===== src/rtl/lsq_pkg.sv =====
package lsq_pkg;
  parameter int AGE_W = 4;
  typedef logic [AGE_W-1:0] age_t;
  typedef enum logic {SRC_LOAD = 1'b0, SRC_STORE = 1'b1} ret_src_e;

  // true when tag a is older than tag b (modular distance, in-flight < 2**(AGE_W-1))
  function automatic logic is_older(input age_t a, input age_t b);
    age_t d;
    d = a - b;
    return d[AGE_W-1];
  endfunction
endpackage


===== src/rtl/lsq_sq.sv =====
module lsq_sq
  import lsq_pkg::*;
#(
  parameter int DEPTH  = 4,
  parameter int ADDR_W = 16,
  parameter int DATA_W = 32
) (
  input  logic              clk,
  input  logic              rst_n,
  input  logic              alloc,
  input  age_t              alloc_age,
  input  logic              addr_set,
  input  age_t              addr_age,
  input  logic [ADDR_W-1:0] addr_val,
  input  logic              data_set,
  input  age_t              data_age,
  input  logic [DATA_W-1:0] data_val,
  input  logic              pop,
  input  age_t              look_age,
  input  logic [ADDR_W-1:0] look_addr,
  output logic              full,
  output logic              empty,
  output age_t              head_age,
  output logic              head_ready,
  output logic [ADDR_W-1:0] head_addr,
  output logic [DATA_W-1:0] head_data,
  output logic              fwd_found,
  output logic              fwd_has_data,
  output logic [DATA_W-1:0] fwd_data,
  output age_t              fwd_age
);
  localparam int PTR_W = $clog2(DEPTH);
  localparam int CNT_W = PTR_W + 1;

  logic [DEPTH-1:0]  v_q, ak_q, dk_q;
  age_t              age_q  [DEPTH];
  logic [ADDR_W-1:0] addr_q [DEPTH];
  logic [DATA_W-1:0] data_q [DEPTH];
  logic [PTR_W-1:0]  head_q, tail_q;
  logic [CNT_W-1:0]  cnt_q;

  assign full       = (cnt_q == CNT_W'(DEPTH));
  assign empty      = (cnt_q == '0);
  assign head_age   = age_q[head_q];
  assign head_ready = ak_q[head_q] & dk_q[head_q];
  assign head_addr  = addr_q[head_q];
  assign head_data  = data_q[head_q];

  // walk from oldest to youngest; the last hit is the youngest older match
  always_comb begin
    logic [PTR_W-1:0] idx;
    fwd_found    = 1'b0;
    fwd_has_data = 1'b0;
    fwd_data     = '0;
    fwd_age      = '0;
    for (int i = 0; i < DEPTH; i++) begin
      idx = head_q + PTR_W'(i);
      if (v_q[idx] && ak_q[idx] && addr_q[idx] == look_addr &&
          is_older(age_q[idx], look_age)) begin
        fwd_found    = 1'b1;
        fwd_has_data = dk_q[idx];
        fwd_data     = data_q[idx];
        fwd_age      = age_q[idx];
      end
    end
  end

  always_ff @(posedge clk or negedge rst_n) begin
    if (!rst_n) begin
      v_q    <= '0;
      ak_q   <= '0;
      dk_q   <= '0;
      head_q <= '0;
      tail_q <= '0;
      cnt_q  <= '0;
      for (int i = 0; i < DEPTH; i++) begin
        age_q[i]  <= '0;
        addr_q[i] <= '0;
        data_q[i] <= '0;
      end
    end else begin
      for (int i = 0; i < DEPTH; i++) begin
        if (addr_set && v_q[i] && age_q[i] == addr_age) begin
          ak_q[i]   <= 1'b1;
          addr_q[i] <= addr_val;
        end
        if (data_set && v_q[i] && age_q[i] == data_age) begin
          dk_q[i]   <= 1'b1;
          data_q[i] <= data_val;
        end
      end
      if (pop) begin
        v_q[head_q] <= 1'b0;
        head_q      <= head_q + 1'b1;
      end
      if (alloc) begin
        v_q[tail_q]   <= 1'b1;
        ak_q[tail_q]  <= 1'b0;
        dk_q[tail_q]  <= 1'b0;
        age_q[tail_q] <= alloc_age;
        tail_q        <= tail_q + 1'b1;
      end
      cnt_q <= cnt_q + CNT_W'(alloc) - CNT_W'(pop);
    end
  end
endmodule


===== src/rtl/lsq_lq.sv =====
module lsq_lq
  import lsq_pkg::*;
#(
  parameter int DEPTH  = 4,
  parameter int ADDR_W = 16
) (
  input  logic              clk,
  input  logic              rst_n,
  input  logic              alloc,
  input  age_t              alloc_age,
  input  logic              issue,
  input  age_t              issue_age,
  input  logic [ADDR_W-1:0] issue_addr,
  input  logic              issue_fwd,
  input  age_t              issue_src,
  input  logic              pop,
  input  logic              chk_valid,
  input  age_t              chk_age,
  input  logic [ADDR_W-1:0] chk_addr,
  output logic              full,
  output logic              empty,
  output age_t              head_age,
  output logic              head_issued,
  output logic              viol_hit,
  output age_t              viol_age
);
  localparam int PTR_W = $clog2(DEPTH);
  localparam int CNT_W = PTR_W + 1;

  logic [DEPTH-1:0]  v_q, iss_q, fwd_q;
  age_t              age_q  [DEPTH];
  age_t              src_q  [DEPTH];
  logic [ADDR_W-1:0] addr_q [DEPTH];
  logic [PTR_W-1:0]  head_q, tail_q;
  logic [CNT_W-1:0]  cnt_q;

  assign full        = (cnt_q == CNT_W'(DEPTH));
  assign empty       = (cnt_q == '0);
  assign head_age    = age_q[head_q];
  assign head_issued = iss_q[head_q];

  // oldest first; a load issuing in this very cycle is seen with its live fields
  always_comb begin
    logic [PTR_W-1:0]  idx;
    logic              now, done, fw;
    logic [ADDR_W-1:0] a;
    age_t              src;
    viol_hit = 1'b0;
    viol_age = '0;
    for (int i = 0; i < DEPTH; i++) begin
      idx  = head_q + PTR_W'(i);
      now  = issue && !iss_q[idx] && age_q[idx] == issue_age;
      done = iss_q[idx] || now;
      a    = now ? issue_addr : addr_q[idx];
      fw   = now ? issue_fwd  : fwd_q[idx];
      src  = now ? issue_src  : src_q[idx];
      if (chk_valid && !viol_hit && v_q[idx] && done && a == chk_addr &&
          is_older(chk_age, age_q[idx]) && !(fw && is_older(chk_age, src))) begin
        viol_hit = 1'b1;
        viol_age = age_q[idx];
      end
    end
  end

  always_ff @(posedge clk or negedge rst_n) begin
    if (!rst_n) begin
      v_q    <= '0;
      iss_q  <= '0;
      fwd_q  <= '0;
      head_q <= '0;
      tail_q <= '0;
      cnt_q  <= '0;
      for (int i = 0; i < DEPTH; i++) begin
        age_q[i]  <= '0;
        src_q[i]  <= '0;
        addr_q[i] <= '0;
      end
    end else begin
      for (int i = 0; i < DEPTH; i++) begin
        if (issue && v_q[i] && age_q[i] == issue_age) begin
          iss_q[i]  <= 1'b1;
          addr_q[i] <= issue_addr;
          fwd_q[i]  <= issue_fwd;
          src_q[i]  <= issue_src;
        end
      end
      if (pop) begin
        v_q[head_q] <= 1'b0;
        head_q      <= head_q + 1'b1;
      end
      if (alloc) begin
        v_q[tail_q]   <= 1'b1;
        iss_q[tail_q] <= 1'b0;
        fwd_q[tail_q] <= 1'b0;
        age_q[tail_q] <= alloc_age;
        tail_q        <= tail_q + 1'b1;
      end
      cnt_q <= cnt_q + CNT_W'(alloc) - CNT_W'(pop);
    end
  end
endmodule


===== src/rtl/lsq_fwd.sv =====
module lsq_fwd
  import lsq_pkg::*;
#(
  parameter int ADDR_W   = 16,
  parameter int DATA_W   = 32,
  parameter int LQ_DEPTH = 4,
  parameter int SQ_DEPTH = 4
) (
  input  logic              clk,
  input  logic              rst_n,
  input  logic              disp_valid,
  output logic              disp_ready,
  input  logic              disp_is_store,
  input  logic [AGE_W-1:0]  disp_age,
  input  logic              sta_valid,
  input  logic [AGE_W-1:0]  sta_age,
  input  logic [ADDR_W-1:0] sta_addr,
  input  logic              std_valid,
  input  logic [AGE_W-1:0]  std_age,
  input  logic [DATA_W-1:0] std_data,
  input  logic              ld_valid,
  input  logic [AGE_W-1:0]  ld_age,
  input  logic [ADDR_W-1:0] ld_addr,
  output logic              ld_fwd_hit,
  output logic              ld_fwd_wait,
  output logic [DATA_W-1:0] ld_fwd_data,
  input  logic              ret_valid,
  output logic              ret_ready,
  output logic              mem_wr_valid,
  output logic [ADDR_W-1:0] mem_wr_addr,
  output logic [DATA_W-1:0] mem_wr_data,
  output logic              viol_valid,
  output logic [AGE_W-1:0]  viol_age
);
  logic sq_full, sq_empty, sq_head_ready, lq_full, lq_empty, lq_head_issued;
  logic fwd_found, fwd_has_data, viol_hit;
  logic [ADDR_W-1:0] sq_head_addr;
  logic [DATA_W-1:0] sq_head_data, fwd_data;
  age_t sq_head_age, lq_head_age, fwd_age, viol_hit_age;
  ret_src_e ret_src;
  logic disp_fire, ret_fire, ld_issue;

  assign disp_ready = disp_is_store ? !sq_full : !lq_full;
  assign disp_fire  = disp_valid && disp_ready;

  assign ret_src   = (!sq_empty && (lq_empty || is_older(sq_head_age, lq_head_age)))
                     ? SRC_STORE : SRC_LOAD;
  assign ret_ready = (ret_src == SRC_STORE) ? sq_head_ready : (!lq_empty && lq_head_issued);
  assign ret_fire  = ret_valid && ret_ready;

  assign mem_wr_valid = ret_fire && ret_src == SRC_STORE;
  assign mem_wr_addr  = sq_head_addr;
  assign mem_wr_data  = sq_head_data;

  assign ld_fwd_hit  = ld_valid && fwd_found && fwd_has_data;
  assign ld_fwd_wait = ld_valid && fwd_found && !fwd_has_data;
  assign ld_fwd_data = ld_fwd_hit ? fwd_data : '0;
  assign ld_issue    = ld_valid && !ld_fwd_wait;

  lsq_sq #(.DEPTH(SQ_DEPTH), .ADDR_W(ADDR_W), .DATA_W(DATA_W)) u_sq (
    .clk, .rst_n,
    .alloc(disp_fire && disp_is_store), .alloc_age(disp_age),
    .addr_set(sta_valid), .addr_age(sta_age), .addr_val(sta_addr),
    .data_set(std_valid), .data_age(std_age), .data_val(std_data),
    .pop(ret_fire && ret_src == SRC_STORE),
    .look_age(ld_age), .look_addr(ld_addr),
    .full(sq_full), .empty(sq_empty), .head_age(sq_head_age),
    .head_ready(sq_head_ready), .head_addr(sq_head_addr), .head_data(sq_head_data),
    .fwd_found, .fwd_has_data, .fwd_data, .fwd_age
  );

  lsq_lq #(.DEPTH(LQ_DEPTH), .ADDR_W(ADDR_W)) u_lq (
    .clk, .rst_n,
    .alloc(disp_fire && !disp_is_store), .alloc_age(disp_age),
    .issue(ld_issue), .issue_age(ld_age), .issue_addr(ld_addr),
    .issue_fwd(ld_fwd_hit), .issue_src(fwd_age),
    .pop(ret_fire && ret_src == SRC_LOAD),
    .chk_valid(sta_valid), .chk_age(sta_age), .chk_addr(sta_addr),
    .full(lq_full), .empty(lq_empty), .head_age(lq_head_age),
    .head_issued(lq_head_issued), .viol_hit, .viol_age(viol_hit_age)
  );

  always_ff @(posedge clk or negedge rst_n) begin
    if (!rst_n) begin
      viol_valid <= 1'b0;
      viol_age   <= '0;
    end else begin
      viol_valid <= viol_hit;
      viol_age   <= viol_hit ? viol_hit_age : viol_age;
    end
  end
endmodule


===== config.mk =====
export PLATFORM = sky130hd
export DESIGN_NAME = lsq_fwd
export DESIGN_NICKNAME = d
export VERILOG_FILES = /design/src/rtl/lsq_pkg.sv /design/src/rtl/lsq_sq.sv /design/src/rtl/lsq_lq.sv /design/src/rtl/lsq_fwd.sv
export SDC_FILE = /design/constraint.sdc
export NUM_CORES = 1
export LEC_CHECK = 0
export BUFFER_PORTS_ARGS = -buffer_cell sky130_fd_sc_hd__buf_2
export CAP_MARGIN = 20
export CORE_UTILIZATION = 45
export DETAILED_ROUTE_END_ITERATION = 6
export PLACE_DENSITY = 0.68
export SLEW_MARGIN = 25
export SYNTH_ARGS = -nofsm -noshare
export SYNTH_HDL_FRONTEND = slang
export SYNTH_SLANG_ARGS = --single-unit

===== constraint.sdc =====
create_clock -name clk -period 8 [get_ports clk]
set_input_delay 1.6 -clock clk [delete_from_list [all_inputs] [get_ports clk]]
set_output_delay 1.6 -clock clk [all_outputs]
set_load 0.005 [all_outputs]

==> metrics, run 1 <==
area post-placement=0.0291 mm^2; final-report setup violation count=0; Final Routed Wirelength=87100 um; CTS max path bufs=3; clk_skew=30.8 ps; Sink Count=347; Worst path top cell family by delay=simple AND/OR/NAND/NOR gates; Final Power=13.9 mW; R2R depth=20; post-synth top area cell=dfrtp_1; Placer Congestion=0.980; grt ovf=0; crit path cell chain=buf_4, mux4_2, ha_1, or3b_2, o221ai_1, xnor2_1, nand3b_1, or3b_4, a32oi_4, nand3_1, buf_4, nor2_1, buf_2; Worst path slowest cell=dfrtp_4; Port Buf Inserts=177; Setup crit start=u_sq.head_q[0]$_DFFE_PN0P_; WL/cell=26.9 um; Reg-to-Reg Start=u_sq.head_q[0]$_DFFE_PN0P_; share of cells above drive strength 1=37.0%; H-Tree Depth=2; Worst-Skew Late Latency=600 ps; Pre-antenna DRT Iters=5; fmax=133 MHz; DP HPWL=60800 um; global-route usage over all layers=27.8%; Period minus WS final=7500 ps; Layout area overhead=10.4%; hold crit path type=flop to flop; Clock Root Buffer=clkbuf_16; relative slew slack=29.5%; fin area=0.0305 mm^2; largest net degree at the start of global routing=157; Fin. Hold Viols=0; Post-DRT Antenna Nets=0; Syn Area/Cell=11.8 um^2; Vias/cell=6.64; Sw Ratio=42.2%; Final Slew Violations=0; Critical Path AT=5900 ps; Worst R2R End=viol_age[3]$_DFFE_PN0P_; first-pass GRT wire length=133000 um; clock-pin slew on the worst setup and hold paths=60 ps; status=complete, no violations; Die Span Y=250 um; Worst Path Buf+Inv=3; Tcrit/Tclk final=93.7%; Power Internal=8.05 mW; post-synthesis sequential area ratio=31.4%; P per Cell Area=457 mW/mm^2; top cells by area, synth=dfrtp_1, mux4_2, mux2_2; syn_nets=2467; EDFF count, synth=0; Filler Cell Count=5255; Mapped Area=0.0276 mm^2; sw power=5.87 mW; critical path peak fanout=35; max incr delay on CP=660 ps; FFs w/ async S/R, synth=100%; die area=0.0624 mm^2; min-delay src=u_sq.cnt_q[2]$_DFF_PN0_; # IOs=178; Worst Path Required=6400 ps; vias=21.5k; Initial Util=45.7%; setup TNS=0 ps; final core utilization=50.4%; Post-Syn Instances=2331; # DRC=0; area of the multi-input gates=0.0179 mm^2; crit path to=ld_fwd_data[1]; R2R Setup Slk=940 ps; nature of the critical path startpoint=flop; Final nets=2551; RSZ-0062 raised after global routing=no; Reg power frac=25.9%; static leakage=12.3 nW; MaxCap Viol Count=0; critical path type=flop to primary output; register area=0.00870 mm^2; site row count=90; clock share of power=13.6%; TritonCTS buffer count=43; post-synthesis cell type count=96; CP Capture Type=primary output; #FFs+latches synth=347; Worst VDD drop=0.275 mV; slew of the pin with the lowest slew margin=1050 ps; most frequently used flop master after synthesis=dfrtp_1; Comb power frac=60.5%; TritonCTS clock tree=yes; antenna violations before repair=17; top cell type's share of synthesized area=31.4%; synth warn=0; initial detailed-routing violation count=1928; chip width=250 um; vias in the first global route=21.5k; CP dominant cell by count=buf_4; Core ar.=0.0605 mm^2; CP Depth=13
==> cell families after synthesis <==
group / synth area share [%]
mux: 38.1
simple gates: 9.63
flops: 31.4
compound gates: 8.30
buf+inv: 4.03
xor+xnor: 6.23
fa+ha+maj: 2.23
==> layout by cell type (no fill, tap or decap), types with 35 or more instances in the layout <==
| master | netlist | layout |
|---|---|---|
| nor3b_1 | 35 | 35 |
| nor2_1 | 63 | 63 |
| nand2_1 | 178 | 177 |
| dfrtp_1 | 347 | 343 |
| o21ai_0 | 101 | 101 |
| ha_1 | 46 | 44 |
| mux2_2 | 266 | 266 |
| inv_1 | 67 | 67 |
| a21oi_1 | 89 | 89 |
| and2_1 | 46 | 46 |
| buf_4 | 1 | 41 |
| xnor2_1 | 161 | 161 |
| clkbuf_16 | 0 | 43 |
| buf_2 | 19 | 176 |
| mux4_2 | 306 | 306 |
| mux2i_1 | 61 | 61 |
==> worst min path at each step <==
stage                                    to  slack, ps  cells after the start
floorplan           u_sq.cnt_q[2]$_DFF_PN0_        470                      1
global placement    u_sq.cnt_q[2]$_DFF_PN0_        490                      1
detailed placement  u_sq.cnt_q[2]$_DFF_PN0_        500                      1
CTS                 u_sq.cnt_q[2]$_DFF_PN0_        510                      1
global route        u_sq.cnt_q[2]$_DFF_PN0_        530                      1
finish              u_sq.cnt_q[2]$_DFF_PN0_        510                      1
==> synthesized netlist by cell type (6+ instances only) <==
library cell    n
nand3_1        33
xnor2_1       161
buf_6          11
buf_1          27
nand4_1        32
o21a_1          8
and4_1          6
nor2_1         63
a221oi_1        9
o2111ai_1       9
or4_1           6
and3_1          9
nor3_1         24
a21oi_1        89
mux2_2        266
nand2_1       178
nor3b_1        35
buf_2          19
xor2_1         30
mux2i_1        61
o21ai_0       101
mux4_2        306
o22ai_1        10
nand2b_1       21
and2_1         46
nand3b_1        6
o221ai_1        6
a22oi_1         8
nor2b_1        13
clkbuf_1      122
ha_1           46
clkinv_1        7
nor4_1         13
a21o_1          8
dfrtp_1       347
inv_1          67
o211ai_1       19
==> state kept, by name, indices dropped and copies added (netlist names), 16 cells and up <==
signal / cells
u_sq.data_q: 128
u_lq.src_q: 16
u_sq.addr_q: 64
u_lq.age_q: 16
u_lq.addr_q: 64
u_sq.age_q: 16
==> through the flow <==
step / hold WS, ps / setup slack, ps / instances
after floorplan: 468 / 814 / 2331
after global placement: 495 / 898 / 3151
after detailed placement: 502 / 784 / 3151
after CTS: 511 / 147 / 3226
after global routing: 532 / 169 / 3231
final: 512 / 502 / 3233
==> power groups by stage <==
stage | sequential [mW] | clock (mW) | combinational, mW
global route | 3.72 | 2.01 | 8.99
global placement | 3.47 | 0 | 8.12
detailed placement | 3.60 | 0 | 8.29
finish | 3.61 | 1.89 | 8.41
CTS | 3.57 | 1.94 | 8.35
floorplan | 3.16 | 0 | 6.58
==> final cells by class <==
class                   instances  area share, %
diodes                          6         0.0493
clock buffers                  61           3.98
clock inverters                14          0.447
inverters                      75          0.924
multi-input cells            1726           58.7
flip-flops and latches        347           28.5
well taps                     782           3.21
repair buffers                222           4.18
==> worst reg2reg max path, cell delays in order (launching register included) <==
cell and delay [ps]:
dfrtp_4 660, clkinv_1 220, ha_4 410, buf_4 360, mux4_1 640, xnor2_1 220, nand2_1 80, or4_1 550
or4_1 690, o211a_1 380, o211ai_4 340, nand2_2 220, mux2i_1 170, ha_1 340, a21o_1 180, a41o_1 210
xnor2_1 160, a2111oi_4 550, nand2b_1 110, a221o_1 340, o21a_1 120
==> what timing repair did <==
| action | CTS | global route |
|---|---|---|
| setup endpoints to repair | 0 | 33 |
| gates resized for setup | 0 | 1 |
| buffers inserted | 0 | 1 |
| hold buffers | 0 | 0 |
==> metal layers <==
layer  share of wire, %  GRT usage (%)
met5               0.14              0
met4                3.8           10.9
met3                7.9           5.69
met2                 48           44.8
met1                 40           37.0
No activity file was read; power rests on OpenSTA's default activity.
==> run 2: changes to the inputs <==
--- a/config.mk
+++ b/config.mk
@@ -8,8 +8,9 @@
 export BUFFER_PORTS_ARGS = -buffer_cell sky130_fd_sc_hd__buf_2
 export CAP_MARGIN = 20
 export CORE_UTILIZATION = 45
+export CTS_CLUSTER_SIZE = 40
 export DETAILED_ROUTE_END_ITERATION = 6
-export PLACE_DENSITY = 0.68
+export MAX_ROUTING_LAYER = met4
 export SLEW_MARGIN = 25
 export SYNTH_ARGS = -nofsm -noshare
 export SYNTH_HDL_FRONTEND = slang
==> run 2 against run 1 <==
Net effect:
- via count is 0.57% lower
- utilization increased by 0.28 points
- clock skew decreased by 7.4 ps
- cell count is 0.37% higher
- count of clock-buffer cells in the layout rose by 1
- critical endpoint unchanged
- highest routed layer is now met4
==> metrics, run 2 (same netlist as run 1, synthesis figures left out) <==
vias=21.4k; Port Buf Inserts=177; Final Routed Wirelength=87400 um; nature of the critical path startpoint=flop; Post-DRT Antenna Nets=0; Pre-antenna DRT Iters=7; Core ar.=0.0605 mm^2; # DRC=0; die area=0.0624 mm^2; CTS resizes=0; critical path peak fanout=124; Clock Root Buffer=clkbuf_16; Worst Path Required=6400 ps; static leakage=12.4 nW; status=complete, no violations; non-filler instance count after layout=3245; hold crit path type=flop to flop; max incr delay on CP=710 ps; Vias/cell=6.58; Placed Cells incl. Taps=3152; TritonCTS clock tree=yes; Hold Buf Count CTS=0; CP Capture Type=primary output; Die Span Y=250 um; Sink Count=347; vias in the first global route=21.1k; H-Tree Depth=2; area post-placement=0.0291 mm^2; max FFs per register=128; initial detailed-routing violation count=1797; clock-pin slew on the worst setup and hold paths=50 ps; Worst-Skew Late Latency=600 ps; crit path cell chain=buf_12, mux4_2, ha_1, or3b_2, o221ai_1, xnor2_1, nor4b_4, nor2_1, a32oi_4, nand3_2, buf_4, nor2_1, buf_2; site row count=90; # IOs=178; WL/cell=26.9 um; most frequent cells in the layout=dfrtp_1, mux4_2, mux2_2, nand2_1, buf_2; CTS max path bufs=3; Final Slew Violations=0; Layout area overhead=11.0%; global-route usage over all layers=28.7%; slew of the pin with the lowest slew margin=1030 ps; leading cell type in the layout, fill and taps excluded=dfrtp_1; top flop regs=u_sq.data_q (128), u_lq.addr_q (64), u_sq.addr_q (64); MaxCap Viol Count=0; fmax=135 MHz; RSZ-0062 raised after global routing=no; first-pass GRT wire length=133000 um; TritonCTS buffer count=42; grt ovf=0; Initial Util=45.7%; Post-CTS Setup Inserts=0; CP dominant cell by count=nor2_1; share of cells above drive strength 1=37.3%; fin area=0.0306 mm^2; largest net degree at the start of global routing=161; clk_skew=23.4 ps; critical path type=flop to primary output; Fin. Hold Viols=0; setup TNS=0 ps; final-report setup violation count=0; DP HPWL=61700 um; Placer Congestion=1.03; relative slew slack=30.7%; Filler Cell Count=5327; Worst path slowest cell=nor4b_4; Critical Path AT=5800 ps; Period minus WS final=7400 ps; antenna violations before repair=13; Largest Register=u_sq.data_q; chip width=250 um; Tcrit/Tclk final=92.5%; Final nets=2551; P per Cell Area=459 mW/mm^2; Worst VDD drop=0.295 mV
-- run 2: cell count changes in the layout (fill, tap and decap cells not counted), moves of 2 or more --
cell	change
clkbuf_8	+5
bufinv_16	+3
clkbuf_1	-3
diode_2	+9
clkinvlp_4	-3
buf_12	+2
-- run 2: final timing paths --
check	startpoint	end	slack (ps)	cells past startpoint
setup / recovery	u_sq.head_q[0]$_DFFE_PN0P_	ld_fwd_data[1]	600	13
hold / removal	viol_age[3]$_DFFE_PN0P_	viol_age[3]$_DFFE_PN0P_	530	1
setup reg to reg	u_sq.head_q[0]$_DFFE_PN0P_	viol_age[3]$_DFFE_PN0P_	850	20
hold reg to reg	viol_age[3]$_DFFE_PN0P_	viol_age[3]$_DFFE_PN0P_	530	1
max in group asynchronous	rst_n	u_lq.head_q[0]$_DFFE_PN0P_	5320	2
min in group asynchronous	rst_n	u_sq.addr_q[43]$_DFFE_PN0P_	1130	1
-- run 2: power breakdown --
part | leakage, nW | switching [mW] | internal (mW)
Sequential | 4.36 | 1.04 | 2.53
Clock | 0.728 | 0.816 | 1.22
Combinational | 7.28 | 4.02 | 4.43
Total | 12.4 | 5.87 | 8.18
-- run 2: area by class of cell --
cell class | instances | area [um^2] | area share, %
flip-flops and latches | 347 | 8700 | 28.4
clock buffers | 62 | 1250 | 4.07
inverters | 75 | 282 | 0.919
well taps | 782 | 978 | 3.19
clock inverters | 15 | 216 | 0.706
repair buffers | 223 | 1310 | 4.26
diodes | 15 | 37.5 | 0.122
multi-input cells | 1726 | 17900 | 58.4
-- run 2: critical path: cells and delay by family, from the launching register on --
family                   cells  cell delay (ps)
multiplexers                 1              630
AO/OA/AOI/OAI                2              830
adder cells (fa/ha/maj)      1              220
buffers and inverters        3             1030
XOR/XNOR                     1              200
AND/OR/NAND/NOR              5             1790
flip-flops                   1              430
-- run 2: metrics by stage --
| stage | power [mW] | setup WS, ps | hold WS (ps) | util, % |
|---|---|---|---|---|
| final | 14.1 | 600 | 531 | 50.7 |
| after floorplan | 9.74 | 814 | 468 | - |
| after CTS | 14.0 | 598 | 534 | 50.6 |
| after global routing | 14.9 | 268 | 549 | 50.7 |
| after global placement | 11.7 | 870 | 494 | 48.1 |
| after detailed placement | 11.9 | 588 | 525 | 48.1 |
-- run 2: routing by layer --
layer / track usage (%) / share of wire (%)
met1: 37.7 / 41
met2: 45.0 / 48
met3: 5.63 / 7.6
met4: 8.89 / 3.1
met5: - / 0
==> run 3: changes to the inputs <==
==> constraint.sdc (replaced) <==
create_clock -name clk -period 8 [get_ports clk]
set_input_delay 0 -clock clk [delete_from_list [all_inputs] [get_ports clk]]
set_output_delay 0 -clock clk [all_outputs]
set_load 0.005 [all_outputs]
==> run 3 against run 2 <==
Net effect:
- utilization grew 0.84 points
- via count grew 0.41%
- combinational power shrank 2%
- fmax shrank 1.1%
- worst hold slack lost 490 ps
- non-clock buffer count grew 56
- critical path type is now flop to flop
==> metrics, run 3 (same netlist as run 1, synthesis figures left out) <==
hold crit path type=primary input to async pin; relative slew slack=37.8%; TritonCTS clock tree=yes; Sink Count=347; Worst Path Required=8470 ps; final-report setup violation count=0; RSZ-0062 raised after global routing=no; Tcrit/Tclk final=93.5%; leading cell type in the layout, fill and taps excluded=dfrtp_1; MaxCap Viol Count=0; status=complete, no violations; clk_skew=16.5 ps; largest net degree at the start of global routing=185; max incr delay on CP=850 ps; Final nets=2607; setup TNS=0 ps; antenna violations before repair=7; Worst-Skew Late Latency=590 ps; Vias/cell=6.51; R2R depth=22; clock share of power=13.9%; Sw Ratio=41.9%; Initial Util=45.7%; R2R Setup Slk=520 ps; Die Span Y=250 um; Clock Root Buffer=clkbuf_16; WL/cell=26.6 um; Worst path top cell family by delay=compound AO/OA/AOI/OAI gates; Pre-antenna DRT Iters=5; most frequent cells in the layout=dfrtp_1, mux4_2, mux2_2, nand2_1, buf_2; Reg-to-Reg Start=u_sq.head_q[1]$_DFFE_PN0P_; share of cells above drive strength 1=36.0%; sw power=5.81 mW; Worst path slowest cell=ha_4; TritonCTS buffer count=42; Final Slew Violations=0; Worst Path Buf+Inv=3; Period minus WS final=7480 ps; CTS resizes=0; critical path peak fanout=51; first-pass GRT wire length=134000 um; initial detailed-routing violation count=2034; Worst VDD drop=0.311 mV; Final Routed Wirelength=87400 um; Power Internal=8.07 mW; CP Capture Type=flop; vias in the first global route=21.3k; Reg power frac=26.1%; critical path type=flop to flop; Largest Register=u_sq.data_q; Worst R2R End=viol_age[0]$_DFFE_PN0P_; nature of the critical path startpoint=flop; crit path cell chain=inv_1, ha_4, buf_4, mux4_2, xnor2_1, xnor2_2, nor4b_2, buf_4, or3b_4, a32oi_4, o21ai_4, mux2i_1, ha_1, nor3_1, and2_1, nand3_1, o221ai_1, xor2_1, a311oi_4, nor4b_2, a221o_1, o21a_1; Comb power frac=60.0%; Post-CTS Setup Inserts=0; Layout area overhead=12.8%; site row count=90; top flop regs=u_sq.data_q (128), u_lq.addr_q (64), u_sq.addr_q (64); WHS=40.1 ps; max FFs per register=128; # IOs=178; grt ovf=0; Critical Path AT=7950 ps; slew of the pin with the lowest slew margin=932 ps; Placer Congestion=0.978; Port Buf Inserts=177; vias=21.4k; DP HPWL=60700 um; H-Tree Depth=2; fmax=134 MHz; static leakage=12.5 nW; CTS max path bufs=3; clock-pin slew on the worst setup and hold paths=60 ps; die area=0.0624 mm^2; # DRC=0; Hold Buf Count CTS=66; Core ar.=0.0605 mm^2; Fin. Hold Viols=0; Post-DRT Antenna Nets=0; global-route usage over all layers=28.9%; chip width=250 um; P per Cell Area=446 mW/mm^2
-- run 3: worst max-delay path by stage --
stage | end | slack [ps] | cells past startpoint | from
6_report | viol_age[0]$_DFFE_PN0P_ | 520 | 22 | u_sq.head_q[1]$_DFFE_PN0P_
5_1_grt | viol_age[3]$_DFFE_PN0P_ | 130 | 22 | u_sq.head_q[1]$_DFFE_PN0P_
4_1_cts | viol_age[1]$_DFFE_PN0P_ | 550 | 22 | u_sq.head_q[1]$_DFFE_PN0P_
3_5_place_dp | viol_age[1]$_DFFE_PN0P_ | 560 | 22 | u_sq.head_q[1]$_DFFE_PN0P_
3_3_place_gp | viol_age[0]$_DFFE_PN0P_ | 730 | 22 | u_sq.head_q[1]$_DFFE_PN0P_
2_1_floorplan | viol_age[1]$_DFFE_PN0P_ | 810 | 32 | u_sq.head_q[0]$_DFFE_PN0P_
-- run 3: power groups by stage --
stage | combinational (mW) | sequential, mW | clock [mW]
3_3_place_gp | 8.13 | 3.51 | 0
5_1_grt | 8.95 | 3.73 | 2.05
4_1_cts | 8.32 | 3.58 | 1.98
2_1_floorplan | 6.58 | 3.16 | 0
3_5_place_dp | 8.25 | 3.60 | 0
6_report | 8.32 | 3.62 | 1.93
-- run 3: stage by stage --
stage | area (um^2) | setup WS [ps] | total power, mW | utilization, % | instances
2_1_floorplan | 27600 | 814 | 9.74 | - | 2331
3_3_place_gp | 29000 | 729 | 11.6 | 48.0 | 3142
3_5_place_dp | 29000 | 557 | 11.8 | 48.0 | 3142
4_1_cts | 31100 | 552 | 13.9 | 51.4 | 3284
5_1_grt | 31200 | 126 | 14.7 | 51.5 | 3292
6_report | 31200 | 516 | 13.9 | 51.5 | 3292
-- run 3: area by class of cell --
cell class / instances / area, um^2
multi-input combinational: 1726 / 17900
clock inverter: 16 / 188
fill: 5272 / 29300
tap: 782 / 978
clock buffer: 60 / 1210
sequential: 347 / 8700
antenna: 7 / 17.5
inverter: 75 / 282
timing repair buffer: 279 / 1880
-- run 3: metal layers --
metal  wire (um)  track usage [%]  vias to the layer above
met4        2250             8.29                        0
met3        6250             3.82                      139
li1            -                -                     9212
met2       42300             45.5                      907
met1       36600             39.0                    11200
met5           0                -                        -
